--- src/rtl/servo_pkg.sv ---
package servo_pkg;
  // Fixed register positions; on-times follow consecutively by channel.
  localparam int ADDR_PERIOD  = 0;
  localparam int ADDR_CONFIG  = 1;
  localparam int ADDR_ON_BASE = 2;
endpackage

--- src/rtl/servo_regs.sv ---
module servo_regs
  import servo_pkg::*;
#(
  parameter int NUM_CH = 8,
  parameter int DATA_W = 32,
  parameter int ADDR_W = 8
) (
  input  logic                          clk,
  input  logic                          rst_n,
  input  logic                          we,
  input  logic [ADDR_W-1:0]             addr,
  input  logic [DATA_W-1:0]             wdata,
  input  logic                          load,
  output logic [DATA_W-1:0]             rdata,
  output logic [DATA_W-1:0]             cfg,
  output logic [DATA_W-1:0]             period_act,
  output logic [NUM_CH-1:0][DATA_W-1:0] on_act
);
  logic [DATA_W-1:0]             period_q;
  logic [NUM_CH-1:0][DATA_W-1:0] on_q;

  always_ff @(posedge clk) begin
    if (!rst_n) begin
      period_q   <= '0;
      cfg        <= '0;
      period_act <= '0;
    end else begin
      if (we && addr == ADDR_W'(ADDR_PERIOD)) period_q <= wdata;
      if (we && addr == ADDR_W'(ADDR_CONFIG)) cfg      <= wdata;
      if (load) period_act <= period_q;
    end
  end

  for (genvar i = 0; i < NUM_CH; i++) begin : g_on
    always_ff @(posedge clk) begin
      if (!rst_n) begin
        on_q[i]   <= '0;
        on_act[i] <= '0;
      end else begin
        if (we && addr == ADDR_W'(ADDR_ON_BASE + i)) on_q[i] <= wdata;
        if (load) on_act[i] <= on_q[i];
      end
    end

    // Active on-time only moves at a load point
    p_on_hold_r8: assert property (@(posedge clk) disable iff (!rst_n)
      !load |=> $stable(on_act[i]));
  end

  always_comb begin
    rdata = '0;
    if (addr == ADDR_W'(ADDR_PERIOD)) rdata = period_q;
    if (addr == ADDR_W'(ADDR_CONFIG)) rdata = cfg;
    for (int i = 0; i < NUM_CH; i++)
      if (addr == ADDR_W'(ADDR_ON_BASE + i)) rdata = on_q[i];
  end

  p_period_hold_r8: assert property (@(posedge clk) disable iff (!rst_n)
    !load |=> $stable(period_act));
endmodule

--- src/rtl/servo_frame_ctr.sv ---
module servo_frame_ctr #(
  parameter int CNT_W = 32
) (
  input  logic             clk,
  input  logic             rst_n,
  input  logic             run,
  input  logic [CNT_W-1:0] period,
  output logic [CNT_W-1:0] cnt,
  output logic             frame_end
);
  logic [CNT_W:0] cnt_next;

  assign cnt_next  = {1'b0, cnt} + 1'b1;
  assign frame_end = run && (cnt_next >= {1'b0, period});

  always_ff @(posedge clk) begin
    if (!rst_n)                cnt <= '0;
    else if (!run || frame_end) cnt <= '0;
    else                       cnt <= cnt_next[CNT_W-1:0];
  end

  p_hold_zero_r6: assert property (@(posedge clk) disable iff (!rst_n)
    !run |=> cnt == '0);

  p_step_r3: assert property (@(posedge clk) disable iff (!rst_n)
    run && !frame_end |=> cnt == $past(cnt) + 1'b1);

  p_below_period_r3: assert property (@(posedge clk) disable iff (!rst_n)
    run && period != '0 |-> cnt < period);
endmodule

--- src/rtl/servo_chan.sv ---
module servo_chan #(
  parameter int CNT_W = 32
) (
  input  logic             enable,
  input  logic [CNT_W-1:0] cnt,
  input  logic [CNT_W-1:0] on_time,
  output logic             pulse
);
  always_comb pulse = enable && (cnt < on_time);
endmodule

--- src/rtl/servo_pwm_bank.sv ---
module servo_pwm_bank #(
  parameter int NUM_CH  = 8,
  parameter int DATA_W  = 32,
  parameter int ADDR_W  = 8,
  parameter int RUN_BIT = DATA_W - 1
) (
  input  logic              clk,
  input  logic              rst_n,
  input  logic              reg_we,
  input  logic [ADDR_W-1:0] reg_addr,
  input  logic [DATA_W-1:0] reg_wdata,
  output logic [DATA_W-1:0] reg_rdata,
  output logic [NUM_CH-1:0] servo_o
);
  logic [DATA_W-1:0]             cfg;
  logic [DATA_W-1:0]             period_act;
  logic [NUM_CH-1:0][DATA_W-1:0] on_act;
  logic [DATA_W-1:0]             cnt;
  logic                          frame_end;
  logic                          run;
  logic                          load;

  assign run  = cfg[RUN_BIT];
  assign load = !run || frame_end;

  servo_regs #(.NUM_CH(NUM_CH), .DATA_W(DATA_W), .ADDR_W(ADDR_W)) u_regs (
    .clk(clk), .rst_n(rst_n), .we(reg_we), .addr(reg_addr), .wdata(reg_wdata),
    .load(load), .rdata(reg_rdata), .cfg(cfg), .period_act(period_act),
    .on_act(on_act)
  );

  servo_frame_ctr #(.CNT_W(DATA_W)) u_ctr (
    .clk(clk), .rst_n(rst_n), .run(run), .period(period_act),
    .cnt(cnt), .frame_end(frame_end)
  );

  for (genvar i = 0; i < NUM_CH; i++) begin : g_ch
    servo_chan #(.CNT_W(DATA_W)) u_chan (
      .enable(run && cfg[i]), .cnt(cnt), .on_time(on_act[i]), .pulse(servo_o[i])
    );

    p_full_width_r5: assert property (@(posedge clk) disable iff (!rst_n)
      run && cfg[i] && period_act != '0 && on_act[i] >= period_act |-> servo_o[i]);
  end

  p_all_low_r6: assert property (@(posedge clk) disable iff (!rst_n)
    !run |-> servo_o == '0);
endmodule

--- config.mk ---
export PLATFORM = sky130hd
export DESIGN_NAME = servo_pwm_bank
export DESIGN_NICKNAME = d
export VERILOG_FILES = /design/src/rtl/servo_pkg.sv /design/src/rtl/servo_regs.sv /design/src/rtl/servo_frame_ctr.sv /design/src/rtl/servo_chan.sv /design/src/rtl/servo_pwm_bank.sv
export SDC_FILE = /design/constraint.sdc
export NUM_CORES = 2
export LEC_CHECK = 0
export ABC_CLOCK_PERIOD_IN_PS = 3800
export BUFFER_PORTS_ARGS = -buffer_cell sky130_fd_sc_hd__buf_2
export CAP_MARGIN = 20
export CORE_UTILIZATION = 55
export CTS_CLUSTER_SIZE = 10
export DETAILED_ROUTE_END_ITERATION = 12
export PLACE_DENSITY = 0.78
export SLEW_MARGIN = 20
export SYNTH_ARGS = -nofsm -noshare
export SYNTH_HDL_FRONTEND = slang
export SYNTH_SLANG_ARGS = --single-unit
export TNS_END_PERCENT = 5
--- constraint.sdc ---
create_clock -name clk -period 3.8 [get_ports clk]
set_input_delay 0.76 -clock clk [delete_from_list [all_inputs] [get_ports clk]]
set_output_delay 0.76 -clock clk [all_outputs]
set_load 0.05 [all_outputs]
==> metrics.cfg <==
[clock_network]
path_clk_slew_ns=0.06
cts-htree-levels=3
numCtsBuffers=74
clkLatencyLatePin_ns=0.62
cts_tree=yes
clock-root-buffer=clkbuf_16
cts_sinks=640
cts_hold_buf=0
clock_path_buffers=3

[sta]
drv_slew=0
fin_tns_setup_ns=-19.00
timing.slew.headroom_pct=50.5
timing_hold_violations_final=0
worst_pin_slew_ns=0.738
fin_crit_sh_pct=104
finClkSkew_ns=0.0265
finalSetupViolCount=316
rsz0062_at_grt=true
setup_ws_ns=-0.154
period_minus_slack_ns=3.95
fmax_mhz=253

[grt]
overflow=0
grt_pass1_vias=29000
gr-usage-all-layers_pct=34.6
grt_max_degree=137
antenna_found_initial=3
grt_pass1_wl_mm=167

[final_layout]
fin_cells=5121
n_fill_cell=4557
final_nets=4649
postLayoutCoreUtil_pct=66.6
drive_gt1_share_pct=14.1
area_growth_pct=19.1

[floorplan]
die_h_microns=250
ios=83
fp.dieArea_sq_um=62600
rows=90
initial_core_util_pct=55.9
core_area_sq_um=60600
die_width_microns=250

[synthesis]
synth_area_sq_um=33900
synth_top_cells_by_count=nand2_1 (1330), dfxtp_1 (640), mux2i_1 (306)
ys_types=58
syn-num-nets=4529
yosysWarningCount=0
async_flop_share_pct=0
synth_ff_type=dfxtp_1
yosys.area.top_type_share_pct=37.8
ys_ff_latch=640
synth_top_cells_by_area=dfxtp_1 (38%), nand2_1 (15%), ha_1 (10%)
syn_inst=4205
yosysTopAreaCell=dfxtp_1
synth-seq-area-share_pct=37.8
synth_edf_count=0
syn_area_per_cell_sq_um=8.06
yosysMostFrequentCell=nand2_1

[pwr]
p_comb_share_pct=3.4
p_int_w=0.0106
pwr-share-clk_pct=47.2
p_seq_share_pct=49.4
power_leakage_nw=14.6
total_power_w=0.0136
p_switching_w=0.00304
power.density_nw_per_um2=337
ir_drop_mv=0.292
p_sw_share_pct=22.4

[hold_path]
hp-class=flop to flop
hold_path_end=u_regs.on_act[207]
hold_depth=2
hp-start=u_regs.on_act[207]

[drt]
drtAntennaViolNets=0
routed_wl_mm=115
drc=0
vias_per_cell=6.09
first_pass_iters=8
wl_per_cell_microns=22.4
dr.first_iter.drc_count=3697
vias=31200

[status]
violations=setup timing
status=finished, violations left

[worst_setup_path]
cp.required_ns=4.29
crit_path_start_kind=flop
crit_fanout=7
reg2reg_depth=18
cp.arrival_ns=4.45
critPathKind=flop to flop
r2r_end=u_ctr.cnt[22]
worstReg2RegStart=u_ctr.cnt[14]
reg2reg_slack_ns=-0.15
cp-end-kind=flop

[placed_design]
io_buffers=82
gp_congestion=0.955
hpwl_mm=75.7
dp.cells=4988

[run]
maxCapViolations=0

-- cell type report --
type,count,area [sq um],share of cell area (%)
Clock buffer,86,2030,5.04
Clock inverter,1,8.76,0.0217
Multi-Input combinational cell,2994,20000,49.5
Antenna cell,3,7.51,0.0186
Sequential cell,640,12800,31.8
Tap cell,782,978,2.43
Inverter,283,1060,2.63
Timing Repair Buffer,332,3440,8.52
-- how the worst max path moves through the flow --
stage	from	endpoint	cells past startpoint
after floorplan	reg_addr[5]	reg_rdata[15]	7
after global placement	reg_addr[5]	reg_rdata[8]	11
after detailed placement	reg_addr[5]	reg_rdata[8]	11
after CTS	u_ctr.cnt[1]	servo_o[7]	13
after global routing	u_ctr.cnt[14]	u_ctr.cnt[22]	18
final	u_ctr.cnt[14]	u_ctr.cnt[22]	18
-- logic make-up after synthesis --
family	Yosys count	synth area share [%]
AND/OR/NAND/NOR	1649	20.1
adder cells (fa/ha/maj)	281	10.4
buffers and inverters	571	6.79
XOR/XNOR	30	0.775
AO/OA/AOI/OAI	711	14.1
multiplexers	323	10.1
flip-flops	640	37.8
-- worst max-delay path: stages, from the launching register on --
cell and delay [ns]:
dfxtp_1 0.36, and4_1 0.30, nand4_1 0.14, buf_4 0.19, nor3_4 0.19, buf_6 0.17
nand4_1 0.14, xnor2_2 0.21, ha_1 0.31, nand4_1 0.23, nor4_4 0.39, nand2_1 0.09
o211ai_1 0.13, a21oi_1 0.10, and3_4 0.18, buf_12 0.15, clkbuf_16 0.20, clkbuf_16 0.17
and3_1 0.17
-- registers in the layout, summed over array words and instances, names as in the netlist --
signal,flops
u_regs.cfg,32
u_regs.on_q,256
u_ctr.cnt,32
u_regs.on_act,256
u_regs.period_act,32
u_regs.period_q,32
-- per-stage QoR --
| stage | worst slack (ns) | hold slack, ns | area [sq um] |
|---|---|---|---|
| after floorplan | -0.144 | 0.433 | 34000 |
| after global routing | -0.249 | 0.468 | 40300 |
| after detailed placement | -0.153 | 0.447 | 36300 |
| final | -0.154 | 0.455 | 40300 |
| after CTS | -0.0125 | 0.454 | 38800 |
| after global placement | -0.151 | 0.441 | 36300 |
-- per-layer routing --
metal	up-vias	global-route usage, %	routed length [microns]
met5	-	0	0
met2	1796	54.3	51000
met3	444	7.27	12600
met4	0	21.3	7980
li1	14200	-	-
met1	14700	43.5	43200
-- power groups by stage --
stage	clock, W	combinational, W	sequential, W
after floorplan	0	0.000284	0.00687
after global placement	0	0.000439	0.00687
after detailed placement	0	0.000440	0.00687
after CTS	0.00643	0.000443	0.00672
after global routing	0.00671	0.000480	0.00672
final	0.00642	0.000464	0.00672
-- what timing repair did --
item                                    CTS  global route
endpoints found under the setup margin  122           345
pin swaps                                26            85
gates cloned                              0            20
setup buffers                             1            27
gates resized for setup                  98           189
-- cells in the final DEF (no fill, tap or decap), types with 31 or more instances in the layout --
master and count:
buf_6 34, inv_1 283, nand4_1 48, a221oi_1 33, mux2i_1 305, a21boi_1 44
nand2_1 1323, buf_2 51, o21ai_0 62, a21boi_0 277, clkbuf_16 93, o22ai_1 31
a21oi_1 112, buf_4 178, nor2_1 73, and3_1 31, nand3_1 34, a21o_1 39
buf_12 41, ha_1 251, dfxtp_1 628
Note: power is estimated with default switching activity, not from simulation.
